<file path="src/rtl/iqtone_pkg.sv">
package iqtone_pkg;

  // Strobes handed from the sequencing logic to the output datapath
  typedef struct packed {
    logic capture;  // load a new sample into the output register
    logic isQ;      // the sample being loaded is the quadrature part
  } strobes_t;

  localparam real TWO_PI = 6.283185307179586;

endpackage

</file>
<file path="src/rtl/iqtone_ctrl.sv">
module iqtone_ctrl
  import iqtone_pkg::*;
#(
  parameter int PERIOD  = 100,
  parameter int PHASE_W = $clog2(PERIOD)
) (
  input  logic               clk,
  input  logic               rst,
  input  logic               en,
  output logic [PHASE_W-1:0] phase,
  output strobes_t           strobes
);

  localparam logic [PHASE_W-1:0] LAST_PHASE = PHASE_W'(PERIOD - 1);

  logic sel;

  // Selector toggles every enabled clock; the phase moves after the Q sample
  always_ff @(posedge clk) begin
    if (rst) begin
      sel   <= 1'b0;
      phase <= '0;
    end else if (en) begin
      sel <= ~sel;
      if (sel) begin
        phase <= (phase == LAST_PHASE) ? '0 : phase + 1'b1;
      end
    end
  end

  always_comb begin
    strobes.capture = en;
    strobes.isQ     = sel;
  end


  sel_toggle_chk: assert property (@(posedge clk) disable iff (rst)
    en |=> (sel != $past(sel)));


  phase_range_chk: assert property (@(posedge clk) disable iff (rst)
    phase <= LAST_PHASE);


  phase_pair_chk: assert property (@(posedge clk) disable iff (rst)
    (en && !sel) |=> (phase == $past(phase)));


  ctrl_hold_chk: assert property (@(posedge clk) disable iff (rst)
    !en |=> ($stable(sel) && $stable(phase)));

endmodule

</file>
<file path="src/rtl/iqtone_rom.sv">
module iqtone_rom
  import iqtone_pkg::*;
#(
  parameter int PERIOD   = 100,
  parameter int SAMPLE_W = 12,
  parameter int AMP      = 2047,
  parameter int PHASE_W  = $clog2(PERIOD)
) (
  input  logic [PHASE_W-1:0]         phase,
  output logic signed [SAMPLE_W-1:0] cosVal,
  output logic signed [SAMPLE_W-1:0] sinVal
);

  logic signed [SAMPLE_W-1:0] cosTab [PERIOD];
  logic signed [SAMPLE_W-1:0] sinTab [PERIOD];

  // Table contents are computed at elaboration, rounded half away from zero
  for (genvar k = 0; k < PERIOD; k++) begin : g_entry
    localparam real ANGLE = TWO_PI * real'(k) / real'(PERIOD);
    localparam real COS_R = real'(AMP) * $cos(ANGLE);
    localparam real SIN_R = real'(AMP) * $sin(ANGLE);
    localparam int  COS_I = (COS_R >= 0.0) ? $rtoi(COS_R + 0.5) : -$rtoi(0.5 - COS_R);
    localparam int  SIN_I = (SIN_R >= 0.0) ? $rtoi(SIN_R + 0.5) : -$rtoi(0.5 - SIN_R);
    assign cosTab[k] = SAMPLE_W'(COS_I);
    assign sinTab[k] = SAMPLE_W'(SIN_I);
  end

  assign cosVal = cosTab[phase];
  assign sinVal = sinTab[phase];

endmodule

</file>
<file path="src/rtl/iqtone_datapath.sv">
module iqtone_datapath
  import iqtone_pkg::*;
#(
  parameter int SAMPLE_W = 12
) (
  input  logic                       clk,
  input  logic                       rst,
  input  strobes_t                   strobes,
  input  logic signed [SAMPLE_W-1:0] cosVal,
  input  logic signed [SAMPLE_W-1:0] sinVal,
  output logic signed [SAMPLE_W-1:0] sampleOut,
  output logic                       qFlag,
  output logic                       sampleValid
);

  localparam logic signed [SAMPLE_W-1:0] MOST_NEG = {1'b1, {(SAMPLE_W-1){1'b0}}};

  logic signed [SAMPLE_W-1:0] picked;

  assign picked = strobes.isQ ? sinVal : cosVal;

  always_ff @(posedge clk) begin
    if (rst) begin
      sampleOut   <= '0;
      qFlag       <= 1'b0;
      sampleValid <= 1'b0;
    end else begin
      sampleValid <= strobes.capture;
      if (strobes.capture) begin
        sampleOut <= picked;
        qFlag     <= strobes.isQ;
      end
    end
  end


  no_overflow_chk: assert property (@(posedge clk) disable iff (rst)
    sampleValid |-> (sampleOut != MOST_NEG));


  valid_follow_chk: assert property (@(posedge clk) disable iff (rst)
    strobes.capture |=> sampleValid);


  data_hold_chk: assert property (@(posedge clk) disable iff (rst)
    !strobes.capture |=> ($stable(sampleOut) && $stable(qFlag) && !sampleValid));

endmodule

</file>
<file path="src/rtl/iqtone_gen.sv">
module iqtone_gen
  import iqtone_pkg::*;
#(
  parameter int PERIOD   = 100,
  parameter int SAMPLE_W = 12,
  parameter int AMP      = 2047
) (
  input  logic                       clk,
  input  logic                       rst,
  input  logic                       en,
  output logic signed [SAMPLE_W-1:0] sampleOut,
  output logic                       qFlag,
  output logic                       sampleValid
);

  localparam int PHASE_W = $clog2(PERIOD);

  logic [PHASE_W-1:0]         phase;
  strobes_t                   strobes;
  logic signed [SAMPLE_W-1:0] cosVal;
  logic signed [SAMPLE_W-1:0] sinVal;

  iqtone_ctrl #(
    .PERIOD (PERIOD),
    .PHASE_W(PHASE_W)
  ) i_ctrl (
    .clk    (clk),
    .rst    (rst),
    .en     (en),
    .phase  (phase),
    .strobes(strobes)
  );

  iqtone_rom #(
    .PERIOD  (PERIOD),
    .SAMPLE_W(SAMPLE_W),
    .AMP     (AMP),
    .PHASE_W (PHASE_W)
  ) i_rom (
    .phase (phase),
    .cosVal(cosVal),
    .sinVal(sinVal)
  );

  iqtone_datapath #(
    .SAMPLE_W(SAMPLE_W)
  ) i_datapath (
    .clk        (clk),
    .rst        (rst),
    .strobes    (strobes),
    .cosVal     (cosVal),
    .sinVal     (sinVal),
    .sampleOut  (sampleOut),
    .qFlag      (qFlag),
    .sampleValid(sampleValid)
  );

endmodule

</file>
<file path="config.mk">
export PLATFORM = sky130hd
export DESIGN_NAME = iqtone_gen
export DESIGN_NICKNAME = d
export VERILOG_FILES = /design/src/rtl/iqtone_pkg.sv /design/src/rtl/iqtone_ctrl.sv /design/src/rtl/iqtone_rom.sv /design/src/rtl/iqtone_datapath.sv /design/src/rtl/iqtone_gen.sv
export SDC_FILE = /design/constraint.sdc
export NUM_CORES = 1
export LEC_CHECK = 0
export ABC_AREA = 1
export BUFFER_PORTS_ARGS = -buffer_cell sky130_fd_sc_hd__buf_2
export CELL_PAD_IN_SITES_DETAIL_PLACEMENT = 1
export CELL_PAD_IN_SITES_GLOBAL_PLACEMENT = 1
export CORE_AREA = 2 2 97 99
export CTS_CLUSTER_SIZE = 30
export DETAILED_ROUTE_END_ITERATION = 10
export DIE_AREA = 0 0 99 101
export GPL_TIMING_DRIVEN = 0
export PLACE_DENSITY_LB_ADDON = 0.15
export SYNTH_ARGS = -nofsm -noshare
export SYNTH_HDL_FRONTEND = slang
export SYNTH_SLANG_ARGS = --single-unit
</file>
<file path="constraint.sdc">
create_clock -name clk -period 3 [get_ports clk]
set_clock_uncertainty 0.2 [all_clocks]
set_input_delay 0.6 -clock clk [delete_from_list [all_inputs] [get_ports clk]]
set_output_delay 0.6 -clock clk [all_outputs]
set_load 0.05 [all_outputs]
</file>
==> results.md <==
Power and ir drop:
- The net switching power figure is 0.0003564 W.
- Of the total power, the share spent switching nets is 0.3887.
- Of the total power, the clock network draws 0.333.
- The power density relative to cell area is 220.1 nW/µm².
- The share of total power dissipated in combinational logic is 0.320.
- The post-layout total power is 0.0009169 W.
- The static power due to leakage is 2.152 nW.
- The power share of the sequential group is 0.347.
- The internal portion of total power is 0.0005604 W.
- Across the VDD grid, the largest voltage drop is 0.0001884 V.

Synth:
- Synthesis produced a netlist with a net count of 716.
- The combined area of all synthesized cells is 3752 µm².
- The gate count of the mapped netlist is 692.
- The average size of a mapped cell is 5.422 µm².
- The register area share after synthesis is 0.1174.
- The flip-flop and latch count after synthesis is 22.
- For this run, asynchronously set or reset flops after synthesis account for 0.
- The number of enable-type register cells in the synthesized netlist is 0.
- The most used flip-flop cell after synthesis is dfxtp_1.
- The number of unique standard cell types used by synthesis is 39.
- The number of warnings printed during yosys synthesis is 0.

Worst setup path:
- The startpoint class of the critical path is a flip-flop.
- The worst setup path is captured at a flip-flop.
- The startpoint of the worst register-to-register path is i_ctrl.phase[0].
- The top fanout value on the critical path is 9.
- The register-to-register path setup slack is 0.03 ns.
- The slowest library cell on the worst path is dfxtp_2.
- The cell repeated most along the worst path is nand2_1.
- The endpoint of the worst register-to-register path is i_datapath.sampleOut[2].
- The number of logic stages on the critical path including buffering is 12.
- Traced cell by cell, the critical path runs through buf_4 > clkinvlp_4 > buf_4 > ha_2 > nand2_2 > nand2_1 > nor3_1 > o21ai_0 > a21oi_1 > nand2_1 > nand2_1 > a21oi_1.
- The critical path capture point is i_datapath.sampleOut[2].
- Tracing the worst setup path back leads to its startpoint at i_ctrl.phase[0].
- The highest cell delay on the worst timing path is 0.45 ns.
- At the worst endpoint, the arrival time is 2.93 ns.
- On the critical path the largest part of the delay comes from simple AND/OR/NAND/NOR gates.
- The buffer and inverter count on the worst path is 3.
- The path depth of the worst reg2reg path is 12.
- The critical path is of the flip-flop to flip-flop type.
- The required time at the worst-slack endpoint is 2.96 ns.

STA:
- The worst-case headroom to the max-slew limit is 0.4141.
- For this run, the top clock speed supported by timing is 336.6 MHz.
- The pin slew with the least headroom to its limit is 0.8722 ns.
- The number of failing hold endpoints at the final stage is 0.
- The number of slew-limit violations in the final report was 0.
- The setup-violating endpoint count in the final report is 0.
- After layout, the minimum clock period comes to 2.971 ns.
- Setup repair after global routing left no endpoint under its margin.
- Dividing the final minimum period by the clock period gives 0.9904.

Die:
- The floorplan core area is 8977 µm².
- The die outline area is 9999 µm².
- The floorplan step set the die width to 99 µm.
- The floorplan has 35 rows.
- From bottom edge to top edge, the die measures 101 µm.
- The count of boundary I/O pins is 17.
- The initial cell density of the core is 0.4180.

CTS:
- The CTS tree is yes.
- Counting along the longest clock path gives a buffer depth of 2.
- The number of levels in the clock H-tree is 1.
- TritonCTS created 3 clock buffers.
- The cell sitting at the root of the clock tree is a clkbuf_8.
- After clock tree synthesis, the clock-pin slew on the worst setup and hold paths is 0.10 ns.
- At the later pin of the worst-skew pair, clock insertion delay measures 0.29 ns.
- The clock net in this run drives a total of 22 sinks.

Detailed routing:
- After detailed routing, the number of remaining DRC violations is 0.
- The average vias per placed instance is 7.071.
- The iteration-0 DRC count of the detailed router is 927.
- The wire length per cell after detailed routing is 29.37 µm.
- The routed layout has 5883 vias.
- The detailed-router iteration count before antenna repair is 8.
- The final layout contains routed wiring with a total length of 24440 µm.
- In this run the remaining antenna-violating nets after routing total 0.

Global routing:
- For met1 alone, demand over resource in global routing was 0.6039.
- The first global-routing pass estimated 36450 µm of wire.
- The global routing stage identified its most utilized layer as met2.
- The initial antenna violation count was 0.
- The pin count of the biggest net entering global routing is 16.
- The global routing met3 resource utilization is 0.1796.
- The via count of the first global-routing pass is 5935.
- For this run the aggregate overflow at the end of global routing stands at 0.
- The met2 track demand over resource is 0.7323.
- For this run, the total global-route usage over all layers was measured as 0.4975.

Layout:
- The library cell used most frequently in the layout, excluding fill and tap cells, is nand2_1.
- In the final layout, the share of cells above drive strength 1 is 0.1415.
- In the final design database the tool counted 746 nets.
- Counting the fill cells in the layout gives 1362.
- The non-filler instance count after layout is 832.
- The top cell types in the final layout, fill and taps aside, are nand2_1, nand3_1, nor2_1, a21oi_1, o21ai_0.
- Relative to the synthesized area, the layout overhead comes to 11.04%.
- 0 antenna diodes ended up in the layout.

Run:
- The number of max-cap violations is 0.

Status:
- The run finished with clean final reports.

Hold path:
- The class of the most critical hold timing path is flip-flop to flip-flop.
- Along the worst hold path, the cell count comes to 2.
- The startpoint identified for the worst hold timing path is i_datapath.sampleOut[10].

Place:
- The half-perimeter wire length after detailed placement is 17540 µm.
- The placer congestion estimate is 1.281.
- The number of instances in the placed design is 819.
- In this run the tool buffered the top-level ports with 16 buffer cells.
[cells by family (layout without fill, tap and decap cells)]
kind of cell    Yosys count  in the layout  share of synthesized area
simple gates            417            417                     0.4745
compound gates          146            146                     0.2187
buf+inv                  85            114                     0.1170
flops                    22             22                     0.1174
fa+ha+maj                21             21                    0.07002
xor+xnor                  1              1                   0.002335
[per-stage QoR]
stage                     setup TNS, ns  hold WS (ns)  cell area [µm²]  setup slack [ns]    util
after floorplan                       0        0.2922             3752            0.6737       -
after global placement           -2.821        0.2778             3971           -0.5431  0.4424
after detailed placement         -2.857        0.2871             3971           -0.5892  0.4424
after CTS                             0        0.3017             4119           0.05204  0.4588
after global routing                  0        0.3317             4167           0.04081  0.4641
final                                 0        0.2990             4167           0.02870  0.4641
[cell type report]
cell class	instances	area [µm²]	share of cell area
multi-input combinational	585	2917	0.7000
sequential	22	442.9	0.1063
buffer	39	266.5	0.06396
inverter	46	182.7	0.04384
timing repair buffer	25	147.6	0.03544
tap	111	138.9	0.03333
clock buffer	3	41.29	0.009910
clock inverter	1	30.03	0.007207
[sequential cells by signal, indices dropped and copies added, names as in the netlist]
signal and cells:
i_datapath.qFlag 1, i_ctrl.phase 7, i_datapath.sampleValid 1, i_ctrl.sel 1
i_datapath.sampleOut 12
[Yosys cell counts, types with 5 or more instances]
cell,instances,area (µm²)
inv_2,7,26.28
buf_4,8,60.06
nand2_2,12,75.07
inv_1,37,138.9
buf_6,9,101.4
ha_1,21,262.8
dfxtp_1,22,440.4
a21oi_1,50,250.2
nor2_2,7,43.79
buf_2,16,80.08
nor2_1,49,183.9
o21ai_1,12,60.06
o21ai_0,42,210.2
o211ai_1,14,105.1
nand4_1,15,93.84
nor3_1,5,25.02
nand2_1,254,953.4
a31oi_1,11,68.82
nand3_1,68,340.3
[routing by layer]
layer	vias up	wire, µm
met5	-	0
met4	0	2443
li1	2365	-
met1	2744	8730
met3	217	3499
met2	557	9762
[worst min path at each step]
stage	endpoint	slack (ns)
detailed placement	i_datapath.sampleOut[10]	0.29
CTS	i_datapath.sampleOut[10]	0.30
global route	i_datapath.sampleOut[10]	0.33
global placement	i_datapath.sampleOut[10]	0.28
floorplan	i_ctrl.sel	0.29
finish	i_datapath.sampleOut[10]	0.30
[power by group through the flow]
stage          Sequential, W  Combinational [W]  Clock (W)
2_1_floorplan       0.000369           0.000120          0
3_3_place_gp        0.000324           0.000252          0
3_5_place_dp        0.000325           0.000254          0
4_1_cts             0.000318           0.000265   0.000303
5_1_grt             0.000320           0.000303   0.000312
6_report            0.000319           0.000293   0.000305
[tightest hold or removal path: stages (launching register included)]
cell and delay [ns]:
dfxtp_1 0.32, nand2_1 0.06, a31oi_1 0.07
[timing repair]
action	CTS	global route
hold buffers	0	0
buffers inserted	7	2
setup endpoints to repair	11	7
gates resized for setup	8	6
(Power assumes the default switching activity.)
